`config.mk`:
```
export PLATFORM = sky130hd
export DESIGN_NAME = frame_seq_ctrl
export DESIGN_NICKNAME = d
export VERILOG_FILES = /design/src/rtl/fsq_pkg.sv /design/src/rtl/fsq_ctrl_reg.sv /design/src/rtl/fsq_seq.sv /design/src/rtl/fsq_status.sv /design/src/rtl/frame_seq_ctrl.sv
export SDC_FILE = /design/constraint.sdc
export NUM_CORES = 1
export LEC_CHECK = 0
export BUFFER_PORTS_ARGS = -buffer_cell sky130_fd_sc_hd__buf_2
export CAP_MARGIN = 30
export CORE_MARGIN = 4
export CORE_UTILIZATION = 42
export CTS_BUF_LIST = sky130_fd_sc_hd__clkbuf_8
export DETAILED_ROUTE_END_ITERATION = 8
export PLACE_DENSITY = 0.77
export SYNTH_ARGS = -nofsm -noshare
export SYNTH_HDL_FRONTEND = slang
export SYNTH_SLANG_ARGS = --single-unit
```
`constraint.sdc`:
```
create_clock -name clk -period 1.4 [get_ports clk]
set_clock_uncertainty 0.1 [all_clocks]
set_input_delay 0 -clock clk [delete_from_list [all_inputs] [get_ports clk]]
set_output_delay 0 -clock clk [all_outputs]
set_load 0.1 [all_outputs]
```
`src/rtl/fsq_pkg.sv`:
```
package fsq_pkg;
  typedef enum logic [2:0] {
    S_IDLE, S_PAL, S_PAL_HOLD, S_WAIT, S_FRAME
  } fsq_state_t;

  // status bit positions
  localparam int ST_DONE  = 0;
  localparam int ST_VSYNC = 1;
  localparam int ST_SYNC  = 2;
  localparam int ST_ACB   = 3;
  localparam int ST_LINE  = 4;
  localparam int ST_UFLOW = 5;
  localparam int ST_PAL   = 6;
  localparam int ST_W     = 7;

  // control bit positions
  localparam int CT_EN      = 0;
  localparam int CT_IE_VS   = 2;
  localparam int CT_IE_DONE = 3;
  localparam int CT_IE_PAL  = 4;
  localparam int CT_IE_LN2  = 5;
  localparam int CT_IE_LN   = 6;
  localparam int CT_MODE_LO = 20;

  localparam logic [1:0] MODE_BOTH     = 2'b00;
  localparam logic [1:0] MODE_PAL_ONLY = 2'b01;
endpackage

```
`src/rtl/fsq_ctrl_reg.sv`:
```
module fsq_ctrl_reg #(
  parameter int W = 32
) (
  input  logic         clk,
  input  logic         rst,
  input  logic         wr_en,
  input  logic [W-1:0] wdata,
  output logic [W-1:0] ctrl_q,
  output logic         en_rise,
  output logic         en_fall
);
  import fsq_pkg::*;

  assign en_rise = wr_en &&  wdata[CT_EN] && !ctrl_q[CT_EN];
  assign en_fall = wr_en && !wdata[CT_EN] &&  ctrl_q[CT_EN];

  always_ff @(posedge clk) begin
    if (rst)        ctrl_q <= '0;
    else if (wr_en) ctrl_q <= wdata;
  end
endmodule

```
`src/rtl/fsq_seq.sv`:
```
module fsq_seq #(
  parameter int PAL_WORDS = 4
) (
  input  logic       clk,
  input  logic       rst,
  input  logic       enable,
  input  logic [1:0] mode,
  input  logic       sof,
  input  logic       eof,
  input  logic       fetch_valid,
  output logic       fetch_req,
  output logic       fetch_kind,
  output logic       pal_set,
  output logic       done_set
);
  import fsq_pkg::*;

  localparam int CW = (PAL_WORDS > 1) ? $clog2(PAL_WORDS) : 1;
  localparam logic [CW-1:0] LAST = CW'(PAL_WORDS - 1);

  fsq_state_t    st, nxt;
  logic [CW-1:0] cnt;

  always_comb begin
    nxt      = st;
    pal_set  = 1'b0;
    done_set = 1'b0;
    unique case (st)
      S_IDLE:
        if (enable)
          nxt = (mode == MODE_BOTH || mode == MODE_PAL_ONLY) ? S_PAL : S_WAIT;
      S_PAL:
        if (!enable) begin
          nxt = S_IDLE; done_set = 1'b1;
        end else if (fetch_valid && cnt == LAST) begin
          pal_set = 1'b1;
          nxt = (mode == MODE_PAL_ONLY) ? S_PAL_HOLD : S_WAIT;
        end
      S_PAL_HOLD:
        if (!enable) begin
          nxt = S_IDLE; done_set = 1'b1;
        end
      S_WAIT:
        if (!enable) begin
          nxt = S_IDLE; done_set = 1'b1;
        end else if (sof) nxt = S_FRAME;
      S_FRAME:
        if (eof) begin
          nxt = enable ? S_WAIT : S_IDLE;
          done_set = !enable;
        end
      default: nxt = S_IDLE;
    endcase
  end

  always_ff @(posedge clk) begin
    if (rst) begin
      st         <= S_IDLE;
      cnt        <= '0;
      fetch_req  <= 1'b0;
      fetch_kind <= 1'b0;
    end else begin
      st         <= nxt;
      cnt        <= (st == S_PAL && nxt == S_PAL) ? cnt + CW'(fetch_valid) : '0;
      fetch_req  <= (nxt == S_PAL) || (nxt == S_FRAME);
      fetch_kind <= (nxt == S_FRAME);
    end
  end
endmodule

```
`src/rtl/fsq_status.sv`:
```
module fsq_status (
  input  logic       clk,
  input  logic       rst,
  input  logic       enable,
  input  logic       pal_w1c_ok,
  input  logic       en_rise,
  input  logic       en_fall,
  input  logic       wr_en,
  input  logic [6:0] wdata,
  input  logic       vsync,
  input  logic       acb,
  input  logic       line,
  input  logic       sync_lost,
  input  logic       uflow,
  input  logic       pal_set,
  input  logic       done_set,
  output logic [6:0] stat_q
);
  import fsq_pkg::*;

  // write-one-to-clear event bits, event wins over clear
  localparam int NEV = 3;
  localparam int EV_POS [NEV] = '{ST_VSYNC, ST_ACB, ST_LINE};
  logic [NEV-1:0] ev_in;
  assign ev_in = {line, acb, vsync};

  for (genvar g = 0; g < NEV; g++) begin : g_ev
    always_ff @(posedge clk) begin
      if (rst)                          stat_q[EV_POS[g]] <= 1'b0;
      else if (enable && ev_in[g])      stat_q[EV_POS[g]] <= 1'b1;
      else if (wr_en && wdata[EV_POS[g]]) stat_q[EV_POS[g]] <= 1'b0;
    end
  end

  // error bits: cleared only by disabling
  always_ff @(posedge clk) begin
    if (rst) begin
      stat_q[ST_SYNC]  <= 1'b0;
      stat_q[ST_UFLOW] <= 1'b0;
    end else if (en_fall) begin
      stat_q[ST_SYNC]  <= 1'b0;
      stat_q[ST_UFLOW] <= 1'b0;
    end else if (enable) begin
      if (sync_lost) stat_q[ST_SYNC]  <= 1'b1;
      if (uflow)     stat_q[ST_UFLOW] <= 1'b1;
    end
  end

  always_ff @(posedge clk) begin
    if (rst)                                      stat_q[ST_PAL] <= 1'b0;
    else if (en_fall)                             stat_q[ST_PAL] <= 1'b0;
    else if (pal_set)                             stat_q[ST_PAL] <= 1'b1;
    else if (wr_en && wdata[ST_PAL] && pal_w1c_ok) stat_q[ST_PAL] <= 1'b0;
  end

  always_ff @(posedge clk) begin
    if (rst)           stat_q[ST_DONE] <= 1'b0;
    else if (en_rise)  stat_q[ST_DONE] <= 1'b0;
    else if (done_set) stat_q[ST_DONE] <= 1'b1;
  end
endmodule

```
`src/rtl/frame_seq_ctrl.sv`:
```
module frame_seq_ctrl #(
  parameter int CTRL_W    = 32,
  parameter int PAL_WORDS = 4
) (
  input  logic              clk,
  input  logic              rst,
  input  logic              reg_wr,
  input  logic              reg_sel,
  input  logic [CTRL_W-1:0] reg_wdata,
  output logic [CTRL_W-1:0] ctrl_o,
  output logic [6:0]        stat_o,
  output logic              irq_o,
  input  logic              sof_i,
  input  logic              eof_i,
  input  logic              vsync_i,
  input  logic              acb_i,
  input  logic              line_i,
  input  logic              sync_lost_i,
  input  logic              pix_req_i,
  input  logic              fetch_valid_i,
  output logic              fetch_req_o,
  output logic              fetch_kind_o
);
  import fsq_pkg::*;

  logic en_rise, en_fall, pal_set, done_set;
  logic [1:0] mode;

  fsq_ctrl_reg #(.W(CTRL_W)) u_ctrl (
    .clk(clk), .rst(rst), .wr_en(reg_wr && !reg_sel), .wdata(reg_wdata),
    .ctrl_q(ctrl_o), .en_rise(en_rise), .en_fall(en_fall)
  );

  assign mode = ctrl_o[CT_MODE_LO +: 2];

  fsq_seq #(.PAL_WORDS(PAL_WORDS)) u_seq (
    .clk(clk), .rst(rst), .enable(ctrl_o[CT_EN]), .mode(mode),
    .sof(sof_i), .eof(eof_i), .fetch_valid(fetch_valid_i),
    .fetch_req(fetch_req_o), .fetch_kind(fetch_kind_o),
    .pal_set(pal_set), .done_set(done_set)
  );

  fsq_status u_stat (
    .clk(clk), .rst(rst), .enable(ctrl_o[CT_EN]),
    .pal_w1c_ok(mode == MODE_PAL_ONLY), .en_rise(en_rise), .en_fall(en_fall),
    .wr_en(reg_wr && reg_sel), .wdata(reg_wdata[ST_W-1:0]),
    .vsync(vsync_i), .acb(acb_i), .line(line_i), .sync_lost(sync_lost_i),
    .uflow(pix_req_i && !fetch_valid_i), .pal_set(pal_set), .done_set(done_set),
    .stat_q(stat_o)
  );

  assign irq_o = (stat_o[ST_DONE]  && ctrl_o[CT_IE_DONE])
              || (stat_o[ST_VSYNC] && ctrl_o[CT_IE_VS])
              || (stat_o[ST_PAL]   && ctrl_o[CT_IE_PAL])
              || (stat_o[ST_LINE]  && (ctrl_o[CT_IE_LN] || ctrl_o[CT_IE_LN2]))
              ||  stat_o[ST_SYNC]  || stat_o[ST_UFLOW];
endmodule

```
==> results.toml <==
[floorplanning]
rows = 23
start_util_pct = 43.7
core_mm2 = 0.00403
die_y_um = 72.7
die_area_mm2 = 0.00529
io-pin-count = 86
die_w_um = 72.7

[sta]
worst_slack_ns = 0.0780
drv_slew = 0
relSlewSlack_pct = 67.0
fin_crit_ns = 1.32
final-hold-violation-count = 1
hold_ws_ns = -0.0197
worstMarginPinSlew_ns = 0.499
fmax_ghz = 0.756
finalSetupViolations = 0
fin_crit_sh_pct = 94.4

[power]
peakVddDrop_mv = 0.679
p_clk_share_pct = 26.3
p_int_uw = 1910
p_switching_uw = 980
combPwrFrac_pct = 25.7
p_leak_uw = 0.00131
share_seq_of_total_power_pct = 48.0
p_sw_share_pct = 33.9
p_per_area_mw_per_mm2 = 1020

[setup_path]
r2r-end = "u_seq.fetch_req$_SDFF_PP0_"
r2r_cells = 4
arrival_ns = 1.22
critPathCaptureType = "primary output"
worst_setup_path_start_kind = "register"
regToRegSetupSlack_ns = 0.08
path_class = "reg -> out"
worstReg2RegStart = "u_seq.st[1]$_SDFF_PP0_"
crit_required_ns = 1.30
path_max_fanout = 3

[placement]
dpl_worst_slack_ns = -0.00563
place.gp.congestion = 0.797
io_buffers = 85
dp.cells = 345
dpl_cell_area_mm2 = 0.00228
place_hpwl_um = 3320

[route]
via_per_inst = 4.84
drt_iter0_markers = 92
antenna_left = 0
num_vias = 1922
dr.pass1.iters = 5
wl_per_cell_um = 13.7
drc = 0
wirelength_um = 5420

[job]
max_cap_violations = 0

[min_path]
hold_depth = 3
hold_path_class = "in -> reg"
holdCritStartpoint = "eof_i"
whs_endpoint = "u_seq.st[1]$_SDFF_PP0_"

[yosys]
synthArstFlopShare_pct = 0
netlist_area_mm2 = 0.00176
syn_inst = 217
synth_cell_types = 30
ys_ff_latch = 46
synth_edf_count = 0
syn_nets = 262
ys_seq_area_share_pct = 52.3
syn-mean-instance-area_um2 = 8.11
ys.flop_type = "dfxtp_1"
ys_warn_count = 0

[global_routing]
grt.overflow.total = 0
grt_pass1_vias = 1896
grtUsageTotal_pct = 20.8
grt_max_degree = 41
antenna_found_initial = 0
grt_pass1_wl_um = 8620

[finish]
fillCellCount = 316
antenna_cells = 0
syn2layout_area_growth_pct = 61.4
drive_gt1_share_pct = 35.2
final_area_mm2 = 0.00284
fin_nets = 391
stdcell_count = 397

[clock_tree]
clk_pin_slew_ns = 0.08
cts_setup_buffers = 0
cts_tree = "built"
clock_path_buffers = 2
cts_buffers = 5
cts_root_buffer = "clkbuf_8"
htreeDepth = 2
clk-insertion-delay-late_ns = 0.30
clock_sinks = 46

[status]
violations = "negative hold slack"
status = "finished with violations"
## state kept, by name, indices dropped and copies added (netlist names)
name and flops:
u_seq.fetch_kind 1, u_seq.st 3, u_stat.stat_q 7, u_seq.cnt 2, u_seq.fetch_req 1, u_ctrl.ctrl_q 32
## metrics by stage
stage | hold slack, ns | setup TNS [ns] | utilization [%] | total power [uW]
6_report | -0.0197 | 0 | 70.5 | 2890
4_1_cts | 0.00543 | 0 | 69.7 | 2910
3_5_place_dp | 0.138 | -0.00563 | 56.7 | 2060
2_1_floorplan | 0.0256 | -0.111 | - | 1900
5_1_grt | 0.0147 | -0.000261 | 70.5 | 3010
3_3_place_gp | 0.137 | 0 | 56.7 | 2050
## cell usage in the layout (no fill, tap or decap), drive strengths merged, types with 2 or more instances in the layout
cell         netlist  layout
nor2b              4       4
clkbuf             4       5
nor2              12      12
o21ai              2       2
nand3              5       5
a21oi             35      35
nor3               4       4
a22oi              4       4
inv                3       6
a221oi             2       2
nand2             69      69
dfxtp             46      46
dlygate4sd3        0      43
nand2b             4       4
buf               10      92
## power groups by stage
stage | logic (uW) | clock network (uW) | registers (uW)
floorplan | 153 | 0 | 1750
CTS | 735 | 788 | 1390
global placement | 635 | 0 | 1420
detailed placement | 639 | 0 | 1420
global route | 783 | 835 | 1400
finish | 743 | 760 | 1390
## synth_stat cells, drive strengths merged (2+ instances only)
| cell type | number | share of area, % |
|---|---|---|
| buf | 10 | 3.0 |
| nand2 | 69 | 15 |
| nor2 | 12 | 2.6 |
| nand2b | 4 | 1.4 |
| a22oi | 4 | 1.7 |
| clkbuf | 4 | 0.85 |
| a21oi | 35 | 10 |
| nor2b | 4 | 1.6 |
| o21ai | 2 | 0.57 |
| nor3 | 4 | 1.1 |
| inv | 3 | 0.64 |
| dfxtp | 46 | 52 |
| a221oi | 2 | 1.7 |
| nand3 | 5 | 1.4 |
## critical path, cell delays in order, from the launching register on
cell and delay, ns:
dfxtp_2 0.35, a22oi_1 0.28, nand3_4 0.10, buf_6 0.19
## how the worst max path moves through the flow
stage	startpoint	depth (start not counted)	to
final	u_stat.stat_q[6]$_SDFFE_PP0P_	3	irq_o
after global placement	u_seq.st[0]$_SDFF_PP0_	4	u_seq.fetch_req$_SDFF_PP0_
after detailed placement	u_seq.st[0]$_SDFF_PP0_	4	u_seq.fetch_req$_SDFF_PP0_
after floorplan	u_stat.stat_q[2]$_SDFFE_PP0P_	2	irq_o
after global routing	u_seq.st[1]$_SDFF_PP0_	4	u_seq.fetch_req$_SDFF_PP0_
after CTS	u_seq.st[1]$_SDFF_PP0_	4	u_seq.fetch_req$_SDFF_PP0_
## per-layer routing
| metal | up-vias | share of wire [%] | track usage [%] |
|---|---|---|---|
| met4 | 0 | 1.3 | 7.38 |
| met3 | 8 | 7.6 | 6.34 |
| met5 | - | 0 | 0 |
| met1 | 864 | 39 | 23.2 |
| met2 | 74 | 52 | 37.1 |
| li1 | 976 | - | - |
## area by class of cell
type	count	area, um2	area share [%]
multi-input combinational	154	801	28.2
tap	50	62.6	2.20
timing repair buffer	136	942	33.2
inverter	3	11.3	0.396
sequential	46	945	33.2
clock buffer	5	68.8	2.42
clock inverter	3	11.3	0.396
## kinds of logic (layout without fill, tap and decap cells)
logic type                 after synthesis  in the layout  synth area share, %
muxes                                    1              1                0.569
xor gates and xnor gates                 1              1                0.498
and+or+nand+nor                        101            101                 23.9
DFF                                     46             46                 52.3
adders and majority gates                1              1                0.711
buffers and inverters                   17            147                 4.48
AOI/OAI and AO/OA                       50             50                 17.6
## repair_timing
item,CTS,global route
hold buffers,44,0
resized for setup,2,12
endpoints found under the hold margin,41,0
pin swaps,0,2
endpoints found under the setup margin,2,8
Note: power is estimated with default switching activity, not from simulation.
